File: src/rtl/ctx_pkg.sv
package ctx_pkg;

    typedef enum logic [3:0] {
        ST_IDLE,
        ST_SV_REG,
        ST_SV_ATT,
        ST_RST_WAIT,
        ST_PWR_UP,
        ST_REG_WB,
        ST_START,
        ST_ATT_WB,
        ST_POLL_RD,
        ST_POLL_WT
    } ctx_state_e;

    localparam logic [1:0] MODE_FULL    = 2'd0;
    localparam logic [1:0] MODE_RESTORE = 2'd1;

    // attribute control byte: lane 0 in bits 3:0, lane 1 in bits 7:4
    localparam logic [7:0] CTL_RD  = 8'h11;
    localparam logic [7:0] CTL_WR  = 8'h22;
    localparam logic [7:0] CTL_TXU = 8'h44;
    localparam logic [7:0] CTL_RXU = 8'h88;
    localparam logic [7:0] CTL_CLR = 8'h00;

endpackage

File: src/rtl/ctx_timer.sv
module ctx_timer #(
    parameter int W = 8
) (
    input  logic         clk,
    input  logic         rst_n,
    input  logic         clr,
    output logic [W-1:0] cnt
);

    always_ff @(posedge clk or negedge rst_n) begin
        if (!rst_n)
            cnt <= '0;
        else if (clr)
            cnt <= '0;
        else
            cnt <= cnt + 1'b1;
    end

endmodule

File: src/rtl/ctx_snap.sv
module ctx_snap #(
    parameter int N  = 8,
    parameter int DW = 32,
    localparam int SW = $clog2(N)
) (
    input  logic          clk,
    input  logic          rst_n,
    input  logic          we,
    input  logic [SW-1:0] widx,
    input  logic [DW-1:0] wdata,
    input  logic [SW-1:0] ridx,
    output logic [DW-1:0] rdata
);

    logic [DW-1:0] ent [N];

    for (genvar g = 0; g < N; g++) begin : g_ent
        logic [DW-1:0] q;
        always_ff @(posedge clk or negedge rst_n) begin
            if (!rst_n)
                q <= '0;
            else if (we && widx == SW'(g))
                q <= wdata;
        end
        assign ent[g] = q;
    end

    assign rdata = ent[ridx];

endmodule

File: src/rtl/phy_ctx_keeper.sv
module phy_ctx_keeper
    import ctx_pkg::*;
#(
    parameter int CLK_HZ  = 100_000_000,
    parameter int RST_US  = 1000,
    parameter int POLL_US = 10,
    parameter int TMO_US  = 1_000_000,
    parameter int AW      = 12,
    parameter int DW      = 32,
    parameter int N_REG   = 4,
    parameter int N_ATT   = 4,
    parameter int N_CAL   = 3,
    parameter logic [N_REG-1:0][AW-1:0] REG_LIST = {12'h04C, 12'h030, 12'h020, 12'h010},
    parameter logic [N_ATT-1:0][15:0]   ATT_LIST = {16'h00A7, 16'h00A1, 16'h002C, 16'h0023},
    parameter logic [N_CAL-1:0][AW-1:0] CAL_ADDR = {12'h018, 12'h014, 12'h010},
    parameter logic [N_CAL-1:0][DW-1:0] CAL_DATA = {32'h0000_0C5A, 32'h0000_0033, 32'h0000_0081},
    parameter logic [AW-1:0] PWR_ADDR   = 12'h0B4,
    parameter logic [AW-1:0] START_ADDR = 12'h0B0,
    parameter logic [AW-1:0] STAT_ADDR  = 12'h174,
    parameter logic [15:0]   RX_BASE    = 16'h00A1
) (
    input  logic          clk,
    input  logic          rst_n,
    input  logic          feat_en,
    input  logic          link_hib,
    input  logic          susp_mark,
    input  logic          save_req,
    input  logic          restore_req,
    input  logic [1:0]    init_mode,
    output logic          reg_wr,
    output logic          reg_rd,
    output logic [AW-1:0] reg_addr,
    output logic [DW-1:0] reg_wdata,
    input  logic [DW-1:0] reg_rdata,
    output logic          att_stb,
    output logic [7:0]    att_ctrl,
    output logic [15:0]   att_id,
    output logic [DW-1:0] att_wdata,
    input  logic [DW-1:0] att_rdata,
    output logic          phy_soft_rst,
    output logic          busy,
    output logic          done,
    output logic          fail,
    output logic          busy_err,
    output logic          susp_flag
);

    localparam int CPU      = CLK_HZ / 1_000_000;
    localparam int RST_CYC  = CPU * RST_US;
    localparam int POLL_CYC = CPU * POLL_US;
    localparam int TMO_CYC  = CPU * TMO_US;
    localparam int STEP_MAX = (RST_CYC > POLL_CYC) ? RST_CYC : POLL_CYC;
    localparam int STW      = $clog2(STEP_MAX) + 1;
    localparam int TMW      = $clog2(TMO_CYC + POLL_CYC) + 1;
    localparam int N_SNAP   = N_REG + N_ATT;
    localparam int SW       = $clog2(N_SNAP);
    localparam int NM1      = (N_REG > N_ATT) ? N_REG : N_ATT;
    localparam int NMAX     = (NM1 > N_CAL) ? NM1 : N_CAL;
    localparam int IW       = $clog2(NMAX);
    localparam int RW       = $clog2(N_REG);
    localparam int TW       = $clog2(N_ATT);
    localparam int CW       = $clog2(N_CAL);

    ctx_state_e    state, nxt;
    logic [IW-1:0] idx;
    logic [1:0]    sub;
    logic          full_q;
    logic          done_q, fail_q, berr_q, flag_q;
    logic [STW-1:0] stp_cnt;
    logic [TMW-1:0] tmo_cnt;
    logic          save_ok, rest_ok, ready, tmo_hit;
    logic [IW-1:0] wb_last;

    logic          snap_we;
    logic [SW-1:0] snap_widx, snap_ridx;
    logic [DW-1:0] snap_wdata, snap_rdata;

    assign save_ok = feat_en && link_hib;
    assign rest_ok = feat_en && link_hib && flag_q;
    assign ready   = reg_rdata[0];
    assign tmo_hit = tmo_cnt >= TMW'(TMO_CYC);
    assign wb_last = full_q ? IW'(N_CAL - 1) : IW'(N_REG - 1);

    ctx_timer #(.W(STW)) u_step (
        .clk  (clk),
        .rst_n(rst_n),
        .clr  (state != nxt),
        .cnt  (stp_cnt)
    );

    ctx_timer #(.W(TMW)) u_tmo (
        .clk  (clk),
        .rst_n(rst_n),
        .clr  (!(state == ST_POLL_RD || state == ST_POLL_WT)),
        .cnt  (tmo_cnt)
    );

    ctx_snap #(.N(N_SNAP), .DW(DW)) u_snap (
        .clk  (clk),
        .rst_n(rst_n),
        .we   (snap_we),
        .widx (snap_widx),
        .wdata(snap_wdata),
        .ridx (snap_ridx),
        .rdata(snap_rdata)
    );

    // next-state decision
    always_comb begin
        nxt = state;
        unique case (state)
            ST_IDLE: begin
                if (save_req) begin
                    if (save_ok) nxt = ST_SV_REG;
                end else if (restore_req) begin
                    if (init_mode == MODE_FULL ||
                        (init_mode == MODE_RESTORE && rest_ok))
                        nxt = ST_RST_WAIT;
                end
            end
            ST_SV_REG:   if (idx == IW'(N_REG - 1)) nxt = ST_SV_ATT;
            ST_SV_ATT:   if (sub == 2'd1 && idx == IW'(N_ATT - 1)) nxt = ST_IDLE;
            ST_RST_WAIT: if (stp_cnt == STW'(RST_CYC - 1)) nxt = ST_PWR_UP;
            ST_PWR_UP:   nxt = ST_REG_WB;
            ST_REG_WB:   if (idx == wb_last) nxt = ST_START;
            ST_START:    nxt = full_q ? ST_POLL_RD : ST_ATT_WB;
            ST_ATT_WB:   if (sub == 2'd2 && idx == IW'(N_ATT - 1)) nxt = ST_POLL_RD;
            ST_POLL_RD:  nxt = (ready || tmo_hit) ? ST_IDLE : ST_POLL_WT;
            ST_POLL_WT:  if (stp_cnt == STW'(POLL_CYC - 2)) nxt = ST_POLL_RD;
            default:     nxt = ST_IDLE;
        endcase
    end

    // state register and sequence bookkeeping
    always_ff @(posedge clk or negedge rst_n) begin
        if (!rst_n) begin
            state  <= ST_IDLE;
            idx    <= '0;
            sub    <= '0;
            full_q <= 1'b0;
            done_q <= 1'b0;
            fail_q <= 1'b0;
            berr_q <= 1'b0;
            flag_q <= 1'b0;
        end else begin
            state  <= nxt;
            done_q <= 1'b0;
            fail_q <= 1'b0;

            if (state != nxt) begin
                idx <= '0;
                sub <= '0;
            end else begin
                unique case (state)
                    ST_SV_REG, ST_REG_WB: idx <= idx + 1'b1;
                    ST_SV_ATT: begin
                        if (sub == 2'd1) begin
                            sub <= '0;
                            idx <= idx + 1'b1;
                        end else begin
                            sub <= sub + 1'b1;
                        end
                    end
                    ST_ATT_WB: begin
                        if (sub == 2'd2) begin
                            sub <= '0;
                            idx <= idx + 1'b1;
                        end else begin
                            sub <= sub + 1'b1;
                        end
                    end
                    default: ;
                endcase
            end

            if (state == ST_IDLE && nxt == ST_RST_WAIT)
                full_q <= (init_mode == MODE_FULL);

            if (state == ST_IDLE) begin
                if (save_req) begin
                    if (!save_ok) done_q <= 1'b1;
                end else if (restore_req) begin
                    if (init_mode != MODE_FULL && init_mode != MODE_RESTORE) begin
                        done_q <= 1'b1;
                        fail_q <= 1'b1;
                    end else if (init_mode == MODE_RESTORE && !rest_ok) begin
                        done_q <= 1'b1;
                    end
                end
            end else if (save_req || restore_req) begin
                berr_q <= 1'b1;
            end

            if (state == ST_SV_ATT && nxt == ST_IDLE)
                done_q <= 1'b1;

            if (state == ST_POLL_RD) begin
                if (ready) begin
                    done_q <= 1'b1;
                    if (!full_q) flag_q <= 1'b0;
                end else if (tmo_hit) begin
                    done_q <= 1'b1;
                    fail_q <= 1'b1;
                end
            end

            if (susp_mark)
                flag_q <= 1'b1;
        end
    end

    // outputs from the current state
    always_comb begin
        reg_wr       = 1'b0;
        reg_rd       = 1'b0;
        reg_addr     = '0;
        reg_wdata    = '0;
        att_stb      = 1'b0;
        att_ctrl     = CTL_CLR;
        att_id       = '0;
        att_wdata    = '0;
        phy_soft_rst = 1'b0;
        snap_we      = 1'b0;
        snap_widx    = SW'(idx[RW-1:0]);
        snap_wdata   = reg_rdata;
        snap_ridx    = SW'(idx[RW-1:0]);
        unique case (state)
            ST_IDLE: ;
            ST_SV_REG: begin
                reg_rd   = 1'b1;
                reg_addr = REG_LIST[idx[RW-1:0]];
                snap_we  = 1'b1;
            end
            ST_SV_ATT: begin
                att_stb    = 1'b1;
                att_id     = ATT_LIST[idx[TW-1:0]];
                att_ctrl   = (sub == 2'd0) ? CTL_RD : CTL_CLR;
                snap_we    = (sub == 2'd0);
                snap_widx  = SW'(N_REG) + SW'(idx[TW-1:0]);
                snap_wdata = att_rdata;
            end
            ST_RST_WAIT: phy_soft_rst = 1'b1;
            ST_PWR_UP: begin
                phy_soft_rst = 1'b1;
                reg_wr       = 1'b1;
                reg_addr     = PWR_ADDR;
                reg_wdata    = DW'(1);
            end
            ST_REG_WB: begin
                phy_soft_rst = 1'b1;
                reg_wr       = 1'b1;
                if (full_q) begin
                    reg_addr  = CAL_ADDR[idx[CW-1:0]];
                    reg_wdata = CAL_DATA[idx[CW-1:0]];
                end else begin
                    reg_addr  = REG_LIST[idx[RW-1:0]];
                    reg_wdata = snap_rdata;
                end
            end
            ST_START: begin
                reg_wr    = 1'b1;
                reg_addr  = START_ADDR;
                reg_wdata = DW'(1);
            end
            ST_ATT_WB: begin
                att_stb   = 1'b1;
                att_id    = ATT_LIST[idx[TW-1:0]];
                snap_ridx = SW'(N_REG) + SW'(idx[TW-1:0]);
                att_wdata = snap_rdata;
                if (sub == 2'd0)
                    att_ctrl = CTL_WR;
                else if (sub == 2'd1)
                    att_ctrl = (att_id < RX_BASE) ? CTL_TXU : CTL_RXU;
                else
                    att_ctrl = CTL_CLR;
            end
            ST_POLL_RD: begin
                reg_rd   = 1'b1;
                reg_addr = STAT_ADDR;
            end
            ST_POLL_WT: ;
            default: ;
        endcase
    end

    assign busy      = (state != ST_IDLE);
    assign done      = done_q;
    assign fail      = fail_q;
    assign busy_err  = berr_q;
    assign susp_flag = flag_q;

    // one access per cycle
    a_r3_single_access: assert property (@(posedge clk) disable iff (!rst_n)
        $onehot0({reg_wr, reg_rd, att_stb}));

    // power-up write happens under reset, start write after release
    a_r5_pwr_in_reset: assert property (@(posedge clk) disable iff (!rst_n)
        (reg_wr && reg_addr == PWR_ADDR) |-> phy_soft_rst);

    a_r5_start_released: assert property (@(posedge clk) disable iff (!rst_n)
        (reg_wr && reg_addr == START_ADDR) |-> !phy_soft_rst);

    // the flag only drops together with a clean completion
    a_r4_flag_clear_ok: assert property (@(posedge clk) disable iff (!rst_n)
        $fell(susp_flag) |-> (done && !fail));

    // an error is always reported with completion
    a_r10_fail_with_done: assert property (@(posedge clk) disable iff (!rst_n)
        fail |-> done);

    // busy error is sticky
    a_r11_busy_err_sticky: assert property (@(posedge clk) disable iff (!rst_n)
        busy_err |=> busy_err);

endmodule

File: config.mk
export PLATFORM = sky130hd
export DESIGN_NAME = phy_ctx_keeper
export DESIGN_NICKNAME = d
export VERILOG_FILES = /design/src/rtl/ctx_pkg.sv /design/src/rtl/ctx_timer.sv /design/src/rtl/ctx_snap.sv /design/src/rtl/phy_ctx_keeper.sv
export SDC_FILE = /design/constraint.sdc
export NUM_CORES = 1
export LEC_CHECK = 0
export BUFFER_PORTS_ARGS = -buffer_cell sky130_fd_sc_hd__buf_4
export CELL_PAD_IN_SITES_DETAIL_PLACEMENT = 1
export CELL_PAD_IN_SITES_GLOBAL_PLACEMENT = 2
export CORE_ASPECT_RATIO = 0.75
export CORE_MARGIN = 3
export CORE_UTILIZATION = 41
export DETAILED_ROUTE_END_ITERATION = 12
export PLACE_DENSITY = 0.85
export RECOVER_POWER = 100
export SLEW_MARGIN = 25
export SYNTH_ARGS = -nofsm -noshare
export SYNTH_HDL_FRONTEND = slang
export SYNTH_HIERARCHICAL = 1
export SYNTH_SLANG_ARGS = --single-unit
File: constraint.sdc
create_clock -name clk -period 3.28 [get_ports clk]
set_input_delay 0.656 -clock clk [delete_from_list [all_inputs] [get_ports clk]]
set_output_delay 0.656 -clock clk [all_outputs]
set_load 0.03 [all_outputs]
==> qor.txt, run 1 <==
outcome -> finished, violations left
failing checks -> capacitance limit, slew limit
#FFs+latches synth -> 315
worst-case reg-to-reg path depth -> 11
Post-Synth Adder-Cell Area -> 0.538%
Die ar. -> 42200 um^2
FILL cells -> 3946
Min-Delay Path Depth -> 2
clock slew at reported path FFs -> 0.06 ns
sequential area share after synthesis -> 48.4%
total track usage -> 21.8%
starting DRC count in detailed routing -> 632
main combinational cell family by area after synthesis -> multiplexers
hold_ws -> 0.314 ns
largest net degree at the start of global routing -> 90
post-synthesis cell type count -> 75
Starting Density -> 42.1%
CP arrival -> 2.57 ns
Post-Syn Area -> 16300 um^2
Hold Path End -> susp_flag$_DFFE_PN0P_
CTS Sinks -> 315
Setup-failing EPs final -> 0
RSZ-0062 raised after global routing -> yes
area added between synthesis and finish -> 19.2%
Avg Cell Area, Syn -> 12.8 um^2
critical-path maximum fanout -> 13
reg2reg start -> idx[0]$_DFFE_PN0P_
hold_buf cts -> 0
setup tns final -> 0 ns
DR vias -> 11245
max-slew violation count -> 122
Compound-Gate Fraction of Synth Area -> 3.32%
H-tree levels -> 2
Worst Skew -> 0.0177 ns
critical path class -> register to output pin
xor/xnor share of the synthesized area -> 1.28%
worst hold path startpoint -> susp_mark
Post-synth EDFFs -> 0
die extent in x -> 236 um
mux cell area share after synthesis -> 30.1%
Placeable Area -> 38700 um^2
final hold vios -> 0
Worst-Skew Late Latency -> 0.53 ns
maximum VDD drop -> 0.355 mV
post-synthesis async set-or-reset flop share -> 100%
CTS max path bufs -> 3
Tmin final -> 3.22 ns
Crit. End Element -> output pin
Post-Synthesis Cells -> 1277
io pins -> 182
Ys Warns -> 6
CTS Buf Count -> 35
min-delay worst type -> primary input to register
Main synth FF type -> dfrtp_1
Nets -> 1542
startpoint types -> register
DR vias/cell -> 5.63
Pleak -> 9.05 nW
reg2reg setup slack -> 0.14 ns
layout cell share with drive strength beyond 1 -> 41.6%
CTS tree -> yes
Max Clock Freq -> 310 MHz
DR WL/cell -> 23.2 um
port bufs -> 166
Post-DRT Antenna Nets -> 0
Die Span Y -> 179 um
routed wire length -> 46300 um
worst slew pin tran -> 2.44 ns
row count -> 62
clk root buf -> clkbuf_16
Crit path required time -> 2.62 ns
max_cap viols -> 2
fin crit share -> 98.2%
vias in the first global route -> 12024
global-route wire length before repair -> 71600 um
DRT Pass-1 Iters -> 5
total grt overflow -> 0
pwr dens -> 758 nW/um^2
initial antenna violation count -> 1
Worst R2R End -> u_step/cnt[14]$_DFF_PN0_
DRC -> 0
Max-slew headroom -> -62.4%
gp weighted congestion -> 0.803
Antenna diodes -> 0
HPWL after DPL -> 30400 um
post-synthesis simple-gate area fraction -> 12.2%
==> per-layer routing <==
metal | vias up | share of wire [%] | global-route usage, %
li1 | 5009 | - | -
met1 | 5948 | 46 | 30.6
met2 | 225 | 48 | 35.9
met3 | 63 | 3.5 | 3.09
met4 | 0 | 2.2 | 5.80
met5 | - | 0 | 0
==> through the flow <==
step | worst slack (ns) | instance area, um^2 | total power [mW] | std cells | utilization (%)
6_report | 0.0578 | 19400 | 14.7 | 1999 | 50.2
5_1_grt | -0.0301 | 19400 | 15.5 | 1999 | 50.2
4_1_cts | 0.00769 | 19600 | 15.0 | 1994 | 50.6
3_5_place_dp | 0.248 | 18200 | 10.7 | 1922 | 47.1
3_3_place_gp | 0.294 | 18200 | 10.4 | 1922 | 47.1
2_1_floorplan | 0.0700 | 16300 | 9.00 | 1291 | -
==> registers in the layout, summed over array words and instances (netlist names) <==
| signal | flops |
|---|---|
| done | 1 |
| state | 4 |
| u_tmo/cnt | 28 |
| u_step/cnt | 18 |
| sub | 2 |
| idx | 2 |
| full_q | 1 |
| susp_flag | 1 |
| busy_err | 1 |
| fail | 1 |
| u_snap/g_ent.q | 256 |
==> layout by cell type, fill, tap and decap left out, drive strengths merged, types with 15 or more instances in the layout <==
master and instances:
xnor2 15, mux4 64, mux2 290, conb 15, o21ai 18, inv 15, a21oi 29, and2 32
dfrtp 315, clkbuf 93, nand3 20, and3 25, nand4 16, buf 190, nor2 50, nand2 139
==> critical path, stage by stage (launching register included) <==
cell and delay (ns):
dfrtp_1 0.41, nor2b_4 0.15, nand3_4 0.16, clkinv_8 0.13
buf_12 0.16, mux4_2 0.32, mux2_4 0.30, mux2i_4 0.17
nor2_1 0.07, buf_4 0.17
==> power breakdown <==
group	leakage (nW)	internal, mW	switching (mW)
logic	4.29	2.44	2.60
registers	4.17	4.99	0.594
clock network	0.582	2.45	1.64
total	9.05	9.88	4.83
==> cells in the mapped netlist (all sizes together) (6+ instances only) <==
library cell,instances,area share (%)
nor2b,10,0.45
xnor2,15,0.81
nand2b,6,0.23
nor2,50,1.2
or3,11,0.48
nand4,16,0.84
nand3,20,0.69
nand2,139,3.3
clkbuf,26,0.63
mux2,290,20
xor2,8,0.48
and3,25,0.96
nor3,13,0.40
a21oi,29,0.89
nand4b,6,0.32
nor4,11,0.51
or4,12,0.58
and2,32,1.2
ha,7,0.54
mux4,64,9.8
buf,77,3.1
o21ai,18,0.55
o31ai,12,0.55
dfrtp,315,48
inv,15,0.35
==> worst max path at each step <==
| stage | startpoint | to | depth (start not counted) |
|---|---|---|---|
| 3_3_place_gp | state[3]$_DFF_PN0_ | reg_wdata[5] | 9 |
| 3_5_place_dp | state[3]$_DFF_PN0_ | reg_wdata[26] | 8 |
| 4_1_cts | state[3]$_DFF_PN0_ | reg_wdata[26] | 8 |
| 6_report | state[3]$_DFF_PN0_ | reg_wdata[5] | 9 |
| 2_1_floorplan | state[3]$_DFF_PN0_ | reg_wdata[4] | 11 |
| 5_1_grt | state[3]$_DFF_PN0_ | reg_wdata[30] | 9 |
==> logic make-up after synthesis <==
| kind of cell | after synthesis |
|---|---|
| simple gates | 371 |
| mux | 358 |
| flops | 315 |
| buf+inv | 118 |
| compound gates | 84 |
| xor+xnor | 23 |
| fa+ha+maj | 7 |
| other cells | 1 |
==> layout make-up <==
cell class	count	area, um^2	area share (%)
clock buffers	47	992	5.11
clock inverters	15	195	1.01
inverters	15	68.8	0.354
multi-input cells	858	7810	40.2
flip-flops and latches	315	7890	40.6
well taps	512	641	3.30
repair buffers	236	1810	9.32
repair inverters	1	8.76	0.0451
==> what timing repair did <==
action | in CTS | in global routing
pin swaps | 1 | 1
endpoints found under the setup margin | 67 | 47
gates resized for setup | 11 | 18
setup buffers | 8 | 5
cloned | 2 | 0
No activity file was read; power rests on OpenSTA's default activity.
==> run 2: changes to the inputs <==
--- a/config.mk
+++ b/config.mk
@@ -10,9 +10,10 @@
 export CELL_PAD_IN_SITES_GLOBAL_PLACEMENT = 2
 export CORE_ASPECT_RATIO = 0.75
 export CORE_MARGIN = 3
-export CORE_UTILIZATION = 41
+export CORE_UTILIZATION = 37
 export DETAILED_ROUTE_END_ITERATION = 12
-export PLACE_DENSITY = 0.85
+export GPL_TIMING_DRIVEN = 0
+export PLACE_DENSITY = 0.81
 export RECOVER_POWER = 100
 export SLEW_MARGIN = 25
 export SYNTH_ARGS = -nofsm -noshare
==> constraint.sdc (replaced) <==
create_clock -name clk -period 2.65 [get_ports clk]
set_input_delay 0.53 -clock clk [delete_from_list [all_inputs] [get_ports clk]]
set_output_delay 0.53 -clock clk [all_outputs]
set_load 0.03 [all_outputs]
==> run 2 against run 1 <==
The run ends with capacitance limit, slew limit, setup timing left. Via count increased by 2.7%. Non-clock buffer count is 74 higher. Hold slack got worse by 0.13 ns. Die area rose by 10%. First-iteration DRC count grew 11%. Routed wire length increased by 8.0%. Design area is 6.8% higher. Setup slack lost 0.76 ns. Combinational power grew 40%. Global-route usage is 0.85 points lower. Critical endpoint is now reg_wdata[7]. Largest cell class is now multi-input gates.
==> qor.txt, run 2 (synthesis gave the netlist of run 1 again) <==
port bufs -> 166
global-route wire length before repair -> 75400 um
Max Clock Freq -> 298 MHz
initial antenna violation count -> 0
gp weighted congestion -> 0.744
die extent in x -> 248 um
outcome -> finished, violations left
Crit path required time -> 2.12 ns
DR WL/cell -> 23.5 um
failing checks -> capacitance limit, slew limit, setup timing
critical-path maximum fanout -> 5
Top reg by flops -> u_snap/g_ent.q
Nets -> 1614
reg2reg setup slack -> 0.06 ns
layout cell share with drive strength beyond 1 -> 49.6%
final setup margin -> -0.707 ns
H-tree levels -> 2
starting DRC count in detailed routing -> 703
RSZ-0062 raised after global routing -> yes
Setup-failing EPs final -> 143
Post-DP Area -> 18500 um^2
fin cells -> 2127
DR vias/cell -> 5.43
vias in the first global route -> 12618
total track usage -> 21.0%
maximum VDD drop -> 0.444 mV
area added between synthesis and finish -> 27.4%
CTS tree -> yes
setup tns final -> -45.37 ns
Die Span Y -> 188 um
max reg flops -> 256
io pins -> 182
Starting Density -> 38.1%
Pleak -> 9.52 nW
total grt overflow -> 0
row count -> 65
final hold vios -> 0
pwr dens -> 910 nW/um^2
DRT Pass-1 Iters -> 4
max_cap viols -> 1
final instance area -> 20700 um^2
Worst-Skew Late Latency -> 0.53 ns
largest net degree at the start of global routing -> 98
routed wire length -> 50000 um
CTS Buf Count -> 34
min-delay worst type -> primary input to register
DR vias -> 11554
total power -> 18.9 mW
Die ar. -> 46600 um^2
clk root buf -> clkbuf_16
startpoint types -> register
CTS Sinks -> 315
Cells after DPL -> 2029
worst slew pin tran -> 1.72 ns
Crit. End Element -> output pin
Tmin final -> 3.36 ns
commonest non-fill, non-tap cell in the layout -> dfrtp_1
clock slew at reported path FFs -> 0.06 ns
CTS max path bufs -> 3
Worst Skew -> 0.0189 ns
HPWL after DPL -> 32500 um
Placeable Area -> 42800 um^2
CP arrival -> 2.83 ns
critical path class -> register to output pin
max-slew violation count -> 66
fin crit share -> 127%
Max-slew headroom -> -14.8%
Top Registers -> u_snap/g_ent.q: 256 flops, u_tmo/cnt: 28 flops, u_step/cnt: 18 flops
Post-DRT Antenna Nets -> 0
commonest cells after routing, fill and taps aside -> dfrtp_1 (313), mux2_2 (251), buf_4 (167)
DRC -> 0
run 2: cell count changes in the layout (fill, tap and decap cells not counted), moves of 9 or more:
| cell | delta |
|---|---|
| buf_6 | +61 |
| mux2_2 | -28 |
| mux2_4 | +28 |
| and2_1 | -24 |
| and3_1 | -21 |
| and2_4 | +20 |
| buf_2 | +20 |
| and3_4 | +19 |
| mux4_1 | -16 |
| mux4_2 | +16 |
| clkbuf_2 | -15 |
| buf_4 | -9 |
run 2: what timing repair did:
item / CTS / global route
setup buffers: 26 / 11
hold buffers: 1 / 0
pin swaps: 8 / 4
gates cloned: 4 / 3
endpoints found under the hold margin: 64 / 0
resized for setup: 169 / 68
endpoints found under the setup margin: 357 / 248
run 2: metrics by stage:
step	util [%]	setup WS [ns]	hold slack (ns)
2_1_floorplan	-	-0.0710	0.234
3_3_place_gp	43.1	-1.86	0.459
3_5_place_dp	43.3	-0.834	0.472
4_1_cts	48.0	-0.804	0.162
5_1_grt	48.5	-0.796	0.175
6_report	48.5	-0.707	0.184
run 2: cell type report:
cell class	count	area, um^2
plain buffers	98	812
clock buffers	46	976
fillers	4401	22000
diodes	1	2.50
clock inverters	13	164
multi-input cells	858	8170
flip-flops and latches	315	7890
inverters	15	77.6
well taps	569	712
repair buffers	212	1940
run 2: critical path, stage by stage (launching register included):
cell and delay, ns:
dfrtp_1 0.39, nor2b_4 0.23, nand3_4 0.12, inv_6 0.10, clkbuf_16 0.15, clkbuf_16 0.16, buf_12 0.13, mux4_2 0.31
mux2_4 0.31, mux2i_2 0.17, nor2_2 0.07, buf_6 0.14
run 2: worst paths after layout:
| path | startpoint | endpoint | depth (start not counted) |
|---|---|---|---|
| max | state[2]$_DFF_PN0_ | reg_wdata[7] | 11 |
| min | susp_mark | susp_flag$_DFFE_PN0P_ | 2 |
| max reg2reg | state[3]$_DFF_PN0_ | u_step/cnt[6]$_DFF_PN0_ | 9 |
| min reg2reg | busy_err$_DFFE_PN0P_ | busy_err$_DFFE_PN0P_ | 1 |
| max in group asynchronous | rst_n | u_snap/g_ent[7].q[26]$_DFFE_PN0P_ | 4 |
| min in group asynchronous | rst_n | u_snap/g_ent[5].q[6]$_DFFE_PN0P_ | 2 |
run 2: routing by layer:
| metal | up-vias | GRT usage, % | share of wire (%) | routed length, um |
|---|---|---|---|---|
| met4 | 0 | 4.77 | 1.7 | 867 |
| met3 | 54 | 3.35 | 3.9 | 1960 |
| met1 | 6137 | 30.4 | 48 | 24100 |
| met2 | 225 | 33.2 | 46 | 23100 |
| li1 | 5138 | - | - | - |
| met5 | - | 0 | 0 | 0 |
run 2: report_power, final:
group / total [mW] / switching, mW / leakage (nW) / internal, mW
Combinational: 7.08 / 3.59 / 4.79 / 3.49
Sequential: 6.91 / 0.737 / 4.17 / 6.18
Clock: 4.88 / 2.00 / 0.559 / 2.89
Total: 18.9 / 6.33 / 9.52 / 12.6
